**src/rtl/dma_stat_pkg.sv**
```systemverilog
package dma_stat_pkg;
  localparam int unsigned NUM_FLAGS = 5;
  // flag index = status bit - 2
  localparam int unsigned F_BRK  = 0;
  localparam int unsigned F_CFG  = 1;
  localparam int unsigned F_WERR = 2;
  localparam int unsigned F_RERR = 3;
  localparam int unsigned F_DONE = 4;
  localparam int unsigned FLAG_LSB = 2;

  typedef enum logic [2:0] {
    RA_STAT = 3'd0,
    RA_CTRL = 3'd1,
    RA_SRC  = 3'd2,
    RA_DST  = 3'd3,
    RA_CNT  = 3'd4
  } reg_addr_e;
endpackage

```
**src/rtl/dma_flag_bank.sv**
```systemverilog
module dma_flag_bank #(
  parameter int unsigned N = 5
) (
  input  logic         clk_i,
  input  logic         rst_ni,
  input  logic [N-1:0] set_i,
  input  logic [N-1:0] clr_i,
  output logic [N-1:0] flags_o
);
  for (genvar g = 0; g < N; g++) begin : g_flag
    always_ff @(posedge clk_i or negedge rst_ni) begin
      if (!rst_ni)        flags_o[g] <= 1'b0;
      else if (set_i[g])  flags_o[g] <= 1'b1;  // set beats clear
      else if (clr_i[g])  flags_o[g] <= 1'b0;
    end
  end
endmodule

```
**src/rtl/dma_cfg_check.sv**
```systemverilog
module dma_cfg_check #(
  parameter int unsigned AW = 16
) (
  input  logic [AW-1:0] src_i,
  input  logic [AW-1:0] dst_i,
  input  logic [AW-1:0] cnt_i,
  input  logic          src_word_i,
  input  logic          dst_word_i,
  output logic          bad_o
);
  logic any_word;
  always_comb begin
    any_word = src_word_i | dst_word_i;
    bad_o = (src_word_i & src_i[0]) |
            (dst_word_i & dst_i[0]) |
            (cnt_i == '0) |
            (any_word & cnt_i[0]);
  end
endmodule

```
**src/rtl/dma_stat_ctrl.sv**
```systemverilog
module dma_stat_ctrl
  import dma_stat_pkg::*;
#(
  parameter int unsigned DW = 16
) (
  input  logic          clk_i,
  input  logic          rst_ni,
  input  logic          reg_we_i,
  input  logic [2:0]    reg_addr_i,
  input  logic [DW-1:0] reg_wdata_i,
  output logic [DW-1:0] reg_rdata_o,
  input  logic          done_i,
  input  logic          rd_err_i,
  input  logic          wr_err_i,
  input  logic          brk_i,
  output logic          launch_o,
  output logic          run_o
);
  localparam int unsigned NF = NUM_FLAGS;

  logic [DW-1:0] src_q, dst_q, cnt_q;
  logic          src_word_q, dst_word_q;
  logic          run_q, launch_q;
  logic [NF-1:0] flags_w, set_w, clr_w;
  logic [7:0]    stat_w;
  logic          irq_w, cfg_bad_w, start_try_w, start_ok_w, term_w;
  logic          we_stat, we_ctrl;

  always_comb begin
    we_stat     = reg_we_i && (reg_addr_i == RA_STAT);
    we_ctrl     = reg_we_i && (reg_addr_i == RA_CTRL);
    irq_w       = |flags_w;
    stat_w      = {irq_w, flags_w, 2'b00};
    start_try_w = we_ctrl && reg_wdata_i[0] && !irq_w && !run_q;
    start_ok_w  = start_try_w && !cfg_bad_w;
    term_w      = run_q && (done_i || rd_err_i || wr_err_i);
  end

  dma_cfg_check #(.AW(DW)) u_chk_cfg (
    .src_i      (src_q),
    .dst_i      (dst_q),
    .cnt_i      (cnt_q),
    .src_word_i (reg_wdata_i[1]),
    .dst_word_i (reg_wdata_i[2]),
    .bad_o      (cfg_bad_w)
  );

  always_comb begin
    set_w         = '0;
    set_w[F_DONE] = run_q && done_i;
    set_w[F_RERR] = run_q && rd_err_i;
    set_w[F_WERR] = run_q && wr_err_i;
    set_w[F_BRK]  = run_q && brk_i;
    set_w[F_CFG]  = start_try_w && cfg_bad_w;
    clr_w         = we_stat ? reg_wdata_i[FLAG_LSB +: NF] : '0;
  end

  dma_flag_bank #(.N(NF)) u_flags (
    .clk_i   (clk_i),
    .rst_ni  (rst_ni),
    .set_i   (set_w),
    .clr_i   (clr_w),
    .flags_o (flags_w)
  );

  always_ff @(posedge clk_i or negedge rst_ni) begin
    if (!rst_ni) begin
      src_q      <= '0;
      dst_q      <= '0;
      cnt_q      <= '0;
      src_word_q <= 1'b0;
      dst_word_q <= 1'b0;
      run_q      <= 1'b0;
      launch_q   <= 1'b0;
    end else begin
      if (reg_we_i && reg_addr_i == RA_SRC) src_q <= reg_wdata_i;
      if (reg_we_i && reg_addr_i == RA_DST) dst_q <= reg_wdata_i;
      if (reg_we_i && reg_addr_i == RA_CNT) cnt_q <= reg_wdata_i;
      if (we_ctrl) begin
        src_word_q <= reg_wdata_i[1];
        dst_word_q <= reg_wdata_i[2];
      end
      launch_q <= start_ok_w;
      if (start_ok_w)  run_q <= 1'b1;
      else if (term_w) run_q <= 1'b0;
    end
  end

  always_comb begin
    reg_rdata_o = '0;
    unique case (reg_addr_i)
      RA_STAT: reg_rdata_o[7:0] = stat_w;
      RA_CTRL: reg_rdata_o[2:0] = {dst_word_q, src_word_q, run_q};
      RA_SRC:  reg_rdata_o = src_q;
      RA_DST:  reg_rdata_o = dst_q;
      RA_CNT:  reg_rdata_o = cnt_q;
      default: reg_rdata_o = '0;
    endcase
  end

  assign launch_o = launch_q;
  assign run_o    = run_q;
endmodule

```
**config.mk**
```make
export PLATFORM = sky130hd
export DESIGN_NAME = dma_stat_ctrl
export DESIGN_NICKNAME = d
export VERILOG_FILES = /design/src/rtl/dma_stat_pkg.sv /design/src/rtl/dma_flag_bank.sv /design/src/rtl/dma_cfg_check.sv /design/src/rtl/dma_stat_ctrl.sv
export SDC_FILE = /design/constraint.sdc
export NUM_CORES = 1
export LEC_CHECK = 0
export BUFFER_PORTS_ARGS = -buffer_cell sky130_fd_sc_hd__buf_2
export CORE_MARGIN = 2
export CORE_UTILIZATION = 45
export DETAILED_ROUTE_END_ITERATION = 8
export PLACE_DENSITY = 0.74
export SLEW_MARGIN = 5
export SYNTH_ARGS = -nofsm -noshare
export SYNTH_HDL_FRONTEND = slang
export SYNTH_HIERARCHICAL = 1
export SYNTH_SLANG_ARGS = --single-unit
```
**constraint.sdc**
```tcl
create_clock -name clk_i -period 3.8 [get_ports clk_i]
set_clock_uncertainty 0.1 [all_clocks]
set_input_delay 0.38 -clock clk_i [delete_from_list [all_inputs] [get_ports clk_i]]
set_output_delay 0.38 -clock clk_i [all_outputs]
set_load 0.01 [all_outputs]
```
# ---- Yosys cells after proc, flatten, opt, wreduce, memory -nomap -nowiden
# Cells that the tools add are included.
dict set report op_classes {
  eq_ne 4
  n_mux 16
  bitwise 7
  reduce_logical 29
}
# operator count
set ops {}
lappend ops {{$pmux 8 s3} 1}
lappend ops {{$pmux 5 s4} 1}
lappend ops {{$logic_not 16->1} 1}
lappend ops {{$logic_and 1x1->1} 15}
lappend ops {{$pmux 3 s5} 1}
lappend ops {{$mux 1} 12}
lappend ops {{$reduce_bool 2->1} 6}
lappend ops {{$eq 3x2->1 const B} 2}
lappend ops {{$mux 5} 1}
lappend ops {{$reduce_or 5->1} 1}
lappend ops {{$or 1x1->1} 4}
lappend ops {{$and 1x1->1} 3}
lappend ops {{$eq 3x1->1 const B} 1}
lappend ops {{$eq 3x3->1 const B} 1}
lappend ops {{$logic_not 1->1} 3}
lappend ops {{$logic_not 3->1} 1}
lappend ops {{$logic_or 1x1->1} 2}
dict set report word_totals {
  reg_bits 57
  input_bits 26
}

# ---- Depth between registers and ports, before layout
# Gate-level depths: netlist of run 1.
dict set report depth {
  word_depth 7
  ltp_mapped 7
}

# ---- Modules after synthesis
# The synthesis of run 1 kept the hierarchy.
# module instances cells_per_inst area_per_inst_um2
set modules_own_cells {}
lappend modules_own_cells {dma_stat_ctrl 1 198 2537.4}
lappend modules_own_cells {dma_flag_bank 1 15 181.4}
lappend modules_own_cells {dma_cfg_check 1 8 71.3}

# ---- Worst setup path before layout of run 1
# Ideal clock, no wire load.
dict set report synth_path {
  kind {input-to-output}
  startpoint {input port reg_addr_i[1]}
  endpoint {output port reg_rdata_o[7]}
  arrival_ns 1.288
  required_ns 3.320
  path_slack_ns 2.032
  cell_stages 5
  path_buffers 2
  path_cell_list {buf_4 -> or2_2 -> clkbuf_1 -> a211oi_1 -> a211o_1}
}
dict set report synth_via {
  elab_chain_cells 2
  word_cells_on_any_way 5
  cone_classes {eq/ne (3); mux (1); reduce/logical (1)}
}
# element line_no
set synth_lines {}
lappend synth_lines {{start, declared} dma_stat_ctrl.sv:9} ;# input logic [2:0] reg_addr_i,
lappend synth_lines {{$eq 3x3->1, or another cell as far along} dma_stat_ctrl.sv:91} ;# unique case (reg_addr_i)
lappend synth_lines {{$pmux 5 s4 *} dma_stat_ctrl.sv:91}
lappend synth_lines {{end, declared} dma_stat_ctrl.sv:11} ;# output logic [DW-1:0] reg_rdata_o,
# Mark *: on every way between the ends. The rest lies on a longest branch, timed or not.

# ---- Worst setup path in the final report of run 1
dict set report layout_path {
  startpoint {input port reg_addr_i[0]}
  endpoint {output port reg_rdata_o[7]}
}
# The elaborated chain is that of the path after synthesis.

==> run_summary.xml, run 1 <==
<?xml version="1.0" encoding="UTF-8"?>
<metrics>
  <group name="place">
    <metric name="post_dp_cell_area" unit="um2">3040</metric>
    <metric name="detailed_place_hpwl" unit="um">4010</metric>
    <metric name="placed_cells_incl_taps" unit="">330</metric>
    <metric name="gpl.final_weighted_congestion" unit="">0.808</metric>
    <metric name="port-buffer-count" unit="">43</metric>
    <metric name="dpl_worst_slack" unit="ns">1.43</metric>
  </group>
  <group name="logic_synthesis">
    <metric name="ys_dominant_reg_cell" unit="">sky130_fd_sc_hd__dfrtp_1</metric>
    <metric name="yosysWarningCount" unit="">6</metric>
    <metric name="synthesized_netlist_cell_count" unit="">221</metric>
    <metric name="synth_async_sr_flop_share" unit="%">100</metric>
    <metric name="syn-cell-area" unit="um2">2790</metric>
    <metric name="post_synth_most_frequent_cells" unit="">sky130_fd_sc_hd__dfrtp_1 (57), sky130_fd_sc_hd__mux2_2 (48), sky130_fd_sc_hd__mux2i_1 (17)</metric>
    <metric name="postSynthNetCount" unit="">247</metric>
    <metric name="ys_seq_area_share" unit="%">51.1</metric>
    <metric name="synth_cell_type_count" unit="">34</metric>
    <metric name="synth_enable_flop_cells" unit="">0</metric>
    <metric name="post-synth-top-count-cell" unit="">sky130_fd_sc_hd__dfrtp_1</metric>
    <metric name="avgSynthCellArea" unit="um2">12.6</metric>
    <metric name="synth.top_cell.area_share" unit="%">51.1</metric>
    <metric name="ys_top_cells_by_area" unit="">sky130_fd_sc_hd__dfrtp_1 (51%), sky130_fd_sc_hd__mux2_2 (19%), sky130_fd_sc_hd__mux2i_1 (6.1%), sky130_fd_sc_hd__o21ai_0 (2.2%), sky130_fd_sc_hd__nand2_1 (2.2%)</metric>
    <metric name="synth_seq_cells" unit="">57</metric>
    <metric name="synth_largest_area_cell" unit="">sky130_fd_sc_hd__dfrtp_1</metric>
  </group>
  <group name="setup_path">
    <metric name="critical_path.top_delay_family" unit="">buffers and inverters</metric>
    <metric name="timing.critical_path.arrival" unit="ns">1.85</metric>
    <metric name="path_common_cell" unit="">sky130_fd_sc_hd__buf_2</metric>
    <metric name="startpoint_type" unit="">input port</metric>
    <metric name="crit_chain" unit="">buf_2 -&gt; nor3b_2 -&gt; buf_4 -&gt; a211o_1 -&gt; buf_2</metric>
    <metric name="slowest_delay" unit="ns">0.58</metric>
    <metric name="timing.reg2reg.worst_path_depth" unit="">6</metric>
    <metric name="worst_setup_path_end_kind" unit="">output port</metric>
    <metric name="worst-setup-path-type" unit="">in2out</metric>
    <metric name="r2r_slack" unit="ns">2.36</metric>
    <metric name="setup.worst_path.start" unit="">reg_addr_i[0]</metric>
    <metric name="critical_path.slowest_cell" unit="">sky130_fd_sc_hd__buf_2</metric>
    <metric name="regToRegEndpoint" unit="">u_flags/flags_o[1]$_DFFE_PN0P_</metric>
    <metric name="cp.required" unit="ns">3.32</metric>
    <metric name="worst_r2r_startpoint" unit="">cnt_q[9]$_DFFE_PN0P_</metric>
    <metric name="worst-path-buf-inv" unit="">3</metric>
    <metric name="worstPathMaxFanout" unit="">29</metric>
  </group>
  <group name="min_path">
    <metric name="worst_hold_path_cell_count" unit="">2</metric>
    <metric name="hold_path_startpoint" unit="">reg_wdata_i[14]</metric>
    <metric name="hold_path.class" unit="">in2reg</metric>
    <metric name="hold_path_end" unit="">src_q[14]$_DFFE_PN0P_</metric>
  </group>
  <group name="clock_tree">
    <metric name="tritoncts_buffers" unit="">9</metric>
    <metric name="cts.htree.levels" unit="">3</metric>
    <metric name="insertion_delay_to_the_later_sink_of_the_worst_skew_pair" unit="ns">0.33</metric>
    <metric name="cts-root-buf" unit="">sky130_fd_sc_hd__clkbuf_8</metric>
    <metric name="cts-root-to-sink-buffers" unit="">2</metric>
    <metric name="tritoncts" unit="">built</metric>
    <metric name="path_clk_slew" unit="ns">0.05</metric>
    <metric name="cts.repair_timing.setup_buffer_count" unit="">0</metric>
    <metric name="clock_sinks" unit="">57</metric>
  </group>
  <group name="layout">
    <metric name="layout.nets" unit="">293</metric>
    <metric name="fillers" unit="">529</metric>
    <metric name="ff_latch_area" unit="um2">1430</metric>
    <metric name="area_growth" unit="%">15.1</metric>
    <metric name="post-route-cell-area" unit="um2">3210</metric>
    <metric name="antenna_cells" unit="">0</metric>
    <metric name="postLayoutCoreUtil" unit="%">53.9</metric>
    <metric name="multi_input_combinational_cell_area" unit="um2">1260</metric>
    <metric name="drive_above_1_share" unit="%">43.0</metric>
    <metric name="layout.cells.non_filler" unit="">345</metric>
  </group>
  <group name="floorplan">
    <metric name="fp-row-count" unit="">28</metric>
    <metric name="placeableCoreArea" unit="um2">5960</metric>
    <metric name="die_h" unit="um">82.7</metric>
    <metric name="floorplan.initialDensity" unit="%">46.8</metric>
    <metric name="die_width" unit="um">82.7</metric>
    <metric name="die-area" unit="um2">6850</metric>
    <metric name="floorplan.io_pins" unit="">44</metric>
  </group>
  <group name="sta">
    <metric name="setup_violations" unit="">0</metric>
    <metric name="max_clock_freq" unit="GHz">0.429</metric>
    <metric name="max_slew.worst_pin.slew" unit="ns">0.835</metric>
    <metric name="period_needed" unit="ns">2.33</metric>
    <metric name="maxSlewHeadroom" unit="%">44.3</metric>
    <metric name="hold_viol" unit="">0</metric>
    <metric name="rsz0062_at_grt" unit="">no</metric>
    <metric name="finalMaxSlewViolations" unit="">0</metric>
    <metric name="setup_total_negative_slack" unit="ns">0</metric>
    <metric name="timing.final.ws_setup" unit="ns">1.47</metric>
    <metric name="post-route-period-util" unit="%">61.4</metric>
  </group>
  <group name="grt">
    <metric name="initial_antenna_violation_count" unit="">0</metric>
    <metric name="global_route_wire_length_before_repair" unit="um">9680</metric>
    <metric name="gr-total-overflow" unit="">0</metric>
    <metric name="grt_max_degree" unit="">32</metric>
    <metric name="globalRouteTotalUtil" unit="%">19.6</metric>
    <metric name="grt_pass1_vias" unit="">1889</metric>
  </group>
  <group name="route">
    <metric name="met3RoutedLength" unit="um">255</metric>
    <metric name="routedLengthMet1" unit="um">2740</metric>
    <metric name="met2WireLength" unit="um">2750</metric>
    <metric name="detail_route.iter0.violations" unit="">157</metric>
    <metric name="routed_wl" unit="um">5870</metric>
    <metric name="drt-wirelength-per-cell" unit="um">17.0</metric>
    <metric name="dr.max_layer_used" unit="">met4</metric>
    <metric name="post_drt_via_cell_ratio" unit="">5.55</metric>
    <metric name="drcViolationCount" unit="">0</metric>
    <metric name="detail_route.first_pass.iterations" unit="">4</metric>
    <metric name="num_vias" unit="">1915</metric>
    <metric name="number_of_routed_nets_with_antenna_violations" unit="">0</metric>
  </group>
  <group name="power_and_ir_drop">
    <metric name="vdd_ir_drop_max" unit="V">0.000209</metric>
    <metric name="power_leakage" unit="nW">1.49</metric>
    <metric name="power_density" unit="nW/um2">504</metric>
  </group>
  <group name="run">
    <metric name="cap_viol_max_count" unit="">0</metric>
  </group>
  <group name="status">
    <metric name="status" unit="">completed</metric>
  </group>
</metrics>
metrics by stage:
step / total power [mW] / hold WS, ns
floorplan: 1.03 / -0.0156
global placement: 1.13 / 0.367
detailed placement: 1.15 / 0.362
CTS: 1.64 / 0.195
global route: 1.72 / 0.193
finish: 1.62 / 0.206
state kept, by name, summed over array words and instances, names as in the netlist:
register / count
run_o: 1
u_flags/flags_o: 5
src_word_q: 1
src_q: 16
dst_q: 16
dst_word_q: 1
cnt_q: 16
launch_o: 1
cells in the final DEF, fill, tap and decap left out, types with 2 or more instances in the layout:
master                     count
sky130_fd_sc_hd__mux2_2       48
sky130_fd_sc_hd__mux2_1        2
sky130_fd_sc_hd__nand2_1      16
sky130_fd_sc_hd__inv_1         6
sky130_fd_sc_hd__o21ai_0      12
sky130_fd_sc_hd__clkbuf_1      3
sky130_fd_sc_hd__nor2_1        5
sky130_fd_sc_hd__nand2b_1      5
sky130_fd_sc_hd__buf_2        43
sky130_fd_sc_hd__a21o_1        5
sky130_fd_sc_hd__mux2i_1      17
sky130_fd_sc_hd__nor4_2        4
sky130_fd_sc_hd__dfrtp_1      57
sky130_fd_sc_hd__nand4_1       2
sky130_fd_sc_hd__o221ai_1      6
sky130_fd_sc_hd__clkbuf_8     11
sky130_fd_sc_hd__buf_4         2
sky130_fd_sc_hd__and2_1        9
power breakdown:
part           internal, mW  leakage (nW)  switching (mW)
clock network         0.266        0.0826           0.218
logic                 0.171         0.714           0.133
registers             0.739         0.695          0.0920
how the worst max path moves through the flow:
stage               cells after the start  slack [ns]                     to
finish                                  5        1.47         reg_rdata_o[7]
global route                            5        1.41         reg_rdata_o[7]
CTS                                     5        1.47         reg_rdata_o[7]
detailed placement                      4        1.43  cnt_q[13]$_DFFE_PN0P_
global placement                        4        1.45   cnt_q[1]$_DFFE_PN0P_
floorplan                               5        2.03         reg_rdata_o[7]
per-layer routing:
metal,vias to the layer above,GRT usage [%]
met2,43,29.3
met4,0,8.52
met5,-,0
li1,881,-
met3,15,4.78
met1,976,27.0
cells by family after synthesis:
group	share of synthesized area (%)
and+or+nand+nor	12.6
buffers and inverters	3.54
muxes	26.3
AOI/OAI and AO/OA	6.41
DFF	51.1
what timing repair did:
| item | CTS | global route |
|---|---|---|
| endpoints found under the hold margin | 6 | 0 |
| hold buffers | 1 | 0 |
| resized for setup | 0 | 0 |
area by class of cell:
cell class	count	area share [%]
timing repair buffer	46	7.48
inverter	6	0.701
sequential	57	44.4
tap	75	2.92
multi-input combinational	147	39.4
clock buffer	14	5.07
No activity file was read; power rests on OpenSTA's default activity.
==> run 2: changes to the inputs <==
ABC_AREA = 1   (was not set)
PLACE_DENSITY = 0.76   (was 0.74)
clock period = 2 ns   (was 3.8 ns; I/O delays follow)
==> run 2 against run 1 <==
Count of clock-buffer cells in the layout is 1 higher. Critical path depth stayed put. Combinational power is 67% higher. Sequential power is 83% higher. Sequential cell count stayed put. Design area is 1.0% lower. Largest power group unchanged. Highest routed layer unchanged.
==> run_summary.xml, run 2 <==
<?xml version="1.0" encoding="UTF-8"?>
<metrics>
  <group name="grt">
    <metric name="globalRouteTotalUtil" unit="%">20.4</metric>
    <metric name="global_route_wire_length_before_repair" unit="um">10100</metric>
    <metric name="initial_antenna_violation_count" unit="">0</metric>
    <metric name="grt_max_degree" unit="">33</metric>
    <metric name="gr-total-overflow" unit="">0</metric>
    <metric name="grt_pass1_vias" unit="">2140</metric>
  </group>
  <group name="layout">
    <metric name="postLayoutCoreUtil" unit="%">54.3</metric>
    <metric name="area_growth" unit="%">18.1</metric>
    <metric name="antenna_cells" unit="">0</metric>
    <metric name="layout.nets" unit="">423</metric>
    <metric name="largestRegisters" unit="">cnt_q x16, dst_q x16, src_q x16</metric>
    <metric name="mostFrequentLayoutCell" unit="">sky130_fd_sc_hd__nand2_1</metric>
    <metric name="mostFrequentLayoutCells" unit="">sky130_fd_sc_hd__nand2_1 (125), sky130_fd_sc_hd__dfrtp_1 (57), sky130_fd_sc_hd__o21ai_1 (48)</metric>
    <metric name="drive_above_1_share" unit="%">17.5</metric>
  </group>
  <group name="logic_synthesis">
    <metric name="syn-cell-area" unit="um2">2690</metric>
    <metric name="post_synth_most_frequent_cells" unit="">sky130_fd_sc_hd__nand2_1 (125), sky130_fd_sc_hd__dfrtp_1 (57), sky130_fd_sc_hd__o21ai_1 (48)</metric>
    <metric name="yosysWarningCount" unit="">6</metric>
    <metric name="avgSynthCellArea" unit="um2">7.75</metric>
    <metric name="synth_largest_area_cell" unit="">sky130_fd_sc_hd__dfrtp_1</metric>
    <metric name="postSynthNetCount" unit="">373</metric>
    <metric name="synth.top_cell.area_share" unit="%">53.0</metric>
    <metric name="ys_seq_area_share" unit="%">53.0</metric>
    <metric name="synthesized_netlist_cell_count" unit="">347</metric>
    <metric name="post-synth-top-count-cell" unit="">sky130_fd_sc_hd__nand2_1</metric>
    <metric name="synth_async_sr_flop_share" unit="%">100</metric>
    <metric name="synth_enable_flop_cells" unit="">0</metric>
    <metric name="synth_cell_type_count" unit="">16</metric>
    <metric name="ys_dominant_reg_cell" unit="">sky130_fd_sc_hd__dfrtp_1</metric>
    <metric name="ys_top_cells_by_area" unit="">sky130_fd_sc_hd__dfrtp_1 (53%), sky130_fd_sc_hd__nand2_1 (17%), sky130_fd_sc_hd__o21ai_1 (8.9%), sky130_fd_sc_hd__inv_1 (5.0%), sky130_fd_sc_hd__nor2_1 (3.6%)</metric>
    <metric name="synth_seq_cells" unit="">57</metric>
  </group>
  <group name="route">
    <metric name="detail_route.iter0.violations" unit="">210</metric>
    <metric name="number_of_routed_nets_with_antenna_violations" unit="">0</metric>
    <metric name="post_drt_via_cell_ratio" unit="">4.97</metric>
    <metric name="detail_route.first_pass.iterations" unit="">4</metric>
    <metric name="num_vias" unit="">2366</metric>
    <metric name="drcViolationCount" unit="">0</metric>
    <metric name="drt-wirelength-per-cell" unit="um">12.9</metric>
    <metric name="routed_wl" unit="um">6120</metric>
  </group>
  <group name="clock_tree">
    <metric name="cts.repair_timing.setup_buffer_count" unit="">0</metric>
    <metric name="cts.htree.levels" unit="">3</metric>
    <metric name="clock_sinks" unit="">57</metric>
    <metric name="hold_buffers" unit="">1</metric>
    <metric name="tritoncts_buffers" unit="">9</metric>
    <metric name="cts-root-to-sink-buffers" unit="">2</metric>
    <metric name="cts-root-buf" unit="">sky130_fd_sc_hd__clkbuf_8</metric>
    <metric name="ctsResizeCount" unit="">0</metric>
    <metric name="tritoncts" unit="">built</metric>
    <metric name="path_clk_slew" unit="ns">0.06</metric>
    <metric name="insertion_delay_to_the_later_sink_of_the_worst_skew_pair" unit="ns">0.33</metric>
  </group>
  <group name="run">
    <metric name="cap_viol_max_count" unit="">0</metric>
  </group>
  <group name="floorplan">
    <metric name="floorplan.initialDensity" unit="%">46.0</metric>
    <metric name="fp-row-count" unit="">28</metric>
    <metric name="placeableCoreArea" unit="um2">5850</metric>
    <metric name="floorplan.io_pins" unit="">44</metric>
    <metric name="die-area" unit="um2">6610</metric>
    <metric name="die_h" unit="um">81.3</metric>
    <metric name="die_width" unit="um">81.3</metric>
  </group>
  <group name="power_and_ir_drop">
    <metric name="share_comb_of_total_power" unit="%">17.4</metric>
    <metric name="vdd_ir_drop_max" unit="V">0.000463</metric>
    <metric name="power_density" unit="nW/um2">920</metric>
    <metric name="share_clk_of_total_power" unit="%">30.6</metric>
    <metric name="seq_power_share" unit="%">52.0</metric>
    <metric name="switchingPower" unit="uW">864</metric>
    <metric name="power_leakage" unit="nW">1.68</metric>
    <metric name="power.switching_fraction" unit="%">29.5</metric>
    <metric name="cellInternalPower" unit="mW">2.06</metric>
  </group>
  <group name="setup_path">
    <metric name="timing.critical_path.arrival" unit="ns">1.31</metric>
    <metric name="worst_r2r_startpoint" unit="">cnt_q[13]$_DFFE_PN0P_</metric>
    <metric name="setup.worst_path.start" unit="">u_flags/flags_o[4]$_DFFE_PN0P_</metric>
    <metric name="worst-setup-path-type" unit="">reg2out</metric>
    <metric name="cp.required" unit="ns">1.70</metric>
    <metric name="worstPathMaxFanout" unit="">3</metric>
    <metric name="worst_setup_path_end_kind" unit="">output port</metric>
    <metric name="startpoint_type" unit="">flip-flop</metric>
  </group>
  <group name="sta">
    <metric name="rsz0062_at_grt" unit="">no</metric>
    <metric name="setup_total_negative_slack" unit="ns">0</metric>
    <metric name="max_slew.worst_pin.slew" unit="ns">0.587</metric>
    <metric name="period_needed" unit="ns">1.61</metric>
    <metric name="hold_viol" unit="">0</metric>
    <metric name="post-route-period-util" unit="%">80.7</metric>
    <metric name="max_clock_freq" unit="GHz">0.620</metric>
    <metric name="maxSlewHeadroom" unit="%">60.7</metric>
    <metric name="setup_violations" unit="">0</metric>
    <metric name="finalMaxSlewViolations" unit="">0</metric>
  </group>
  <group name="min_path">
    <metric name="hold_path_startpoint" unit="">done_i</metric>
    <metric name="hold_path.class" unit="">in2reg</metric>
  </group>
  <group name="place">
    <metric name="gpl.final_weighted_congestion" unit="">0.822</metric>
    <metric name="detailed_place_hpwl" unit="um">4400</metric>
    <metric name="port-buffer-count" unit="">43</metric>
  </group>
  <group name="status">
    <metric name="status" unit="">completed</metric>
  </group>
</metrics>
run 2: changes by cell type after synthesis, sizes merged, moves of 5 or more:
cell and change:
a21o -5, and2 -8, inv +32, mux2 -50, mux2i -17, nand2 +111
nand2b -6, nand3 +17, nand4 +6, nor2 +20, o21ai +39, o221ai -6
run 2: metal layers:
metal / vias up / GRT usage (%) / part of all wire, % / wire length, um
met5: - / 0 / 0 / 0
met4: 0 / 7.29 / 1.4 / 85
met3: 10 / 5.22 / 6.3 / 386
met2: 69 / 30.8 / 45 / 2770
met1: 1087 / 28.4 / 47 / 2880
li1: 1200 / - / - / -
run 2: layout make-up:
class	instances	area [um2]
Fill cell	533	2670
Sequential cell	57	1430
Multi-Input combinational cell	238	1050
Timing Repair Buffer	53	305
Clock buffer	15	156
Inverter	38	143
Tap cell	75	93.8
run 2: worst max-delay path: stages, from the launching register on:
cell and delay, ns:
sky130_fd_sc_hd__dfrtp_1 0.40, sky130_fd_sc_hd__nor2_1 0.14, sky130_fd_sc_hd__nand3_1 0.13, sky130_fd_sc_hd__nand2_1 0.08, sky130_fd_sc_hd__nand4_1 0.08, sky130_fd_sc_hd__buf_2 0.15
run 2: logic make-up (layout without fill, tap and decap cells):
| kind of cell | count (synthesis) | after routing | synth area share, % |
|---|---|---|---|
| AND/OR/NAND/NOR | 186 | 186 | 29.5 |
| flip-flops | 57 | 57 | 53.0 |
| AO/OA/AOI/OAI | 52 | 52 | 9.67 |
| buffers and inverters | 52 | 106 | 7.81 |
run 2: power groups by stage:
stage               logic, mW  clock network, mW  registers (mW)
floorplan               0.345                  0            1.49
global placement        0.491                  0            1.53
detailed placement      0.511                  0            1.54
CTS                     0.515              0.909            1.52
global route            0.588              0.976            1.55
finish                  0.508              0.896            1.52
run 2: final timing paths:
check | to | slack [ns] | depth (start not counted)
max | reg_rdata_o[7] | 0.39 | 5
min | run_o$_DFFE_PN0P_ | 0.03 | 3
max reg2reg | u_flags/flags_o[1]$_DFFE_PN0P_ | 0.64 | 9
min reg2reg | dst_q[15]$_DFFE_PN0P_ | 0.39 | 2
max in group asynchronous | dst_q[6]$_DFFE_PN0P_ | 0.91 | 3
min in group asynchronous | src_q[9]$_DFFE_PN0P_ | 0.25 | 2
run 2: metrics by stage:
step | hold WS (ns) | instances | instance area (um2) | setup slack [ns] | power, mW
6_report | 0.0265 | 476 | 3180 | 0.387 | 2.92
5_1_grt | 0.0314 | 476 | 3180 | 0.319 | 3.11
4_1_cts | 0.0259 | 476 | 3180 | 0.384 | 2.94
3_5_place_dp | 0.0843 | 460 | 3010 | 0.279 | 2.05
3_3_place_gp | 0.0785 | 460 | 3010 | 0.292 | 2.02
2_1_floorplan | -0.196 | 347 | 2690 | 0.811 | 1.84
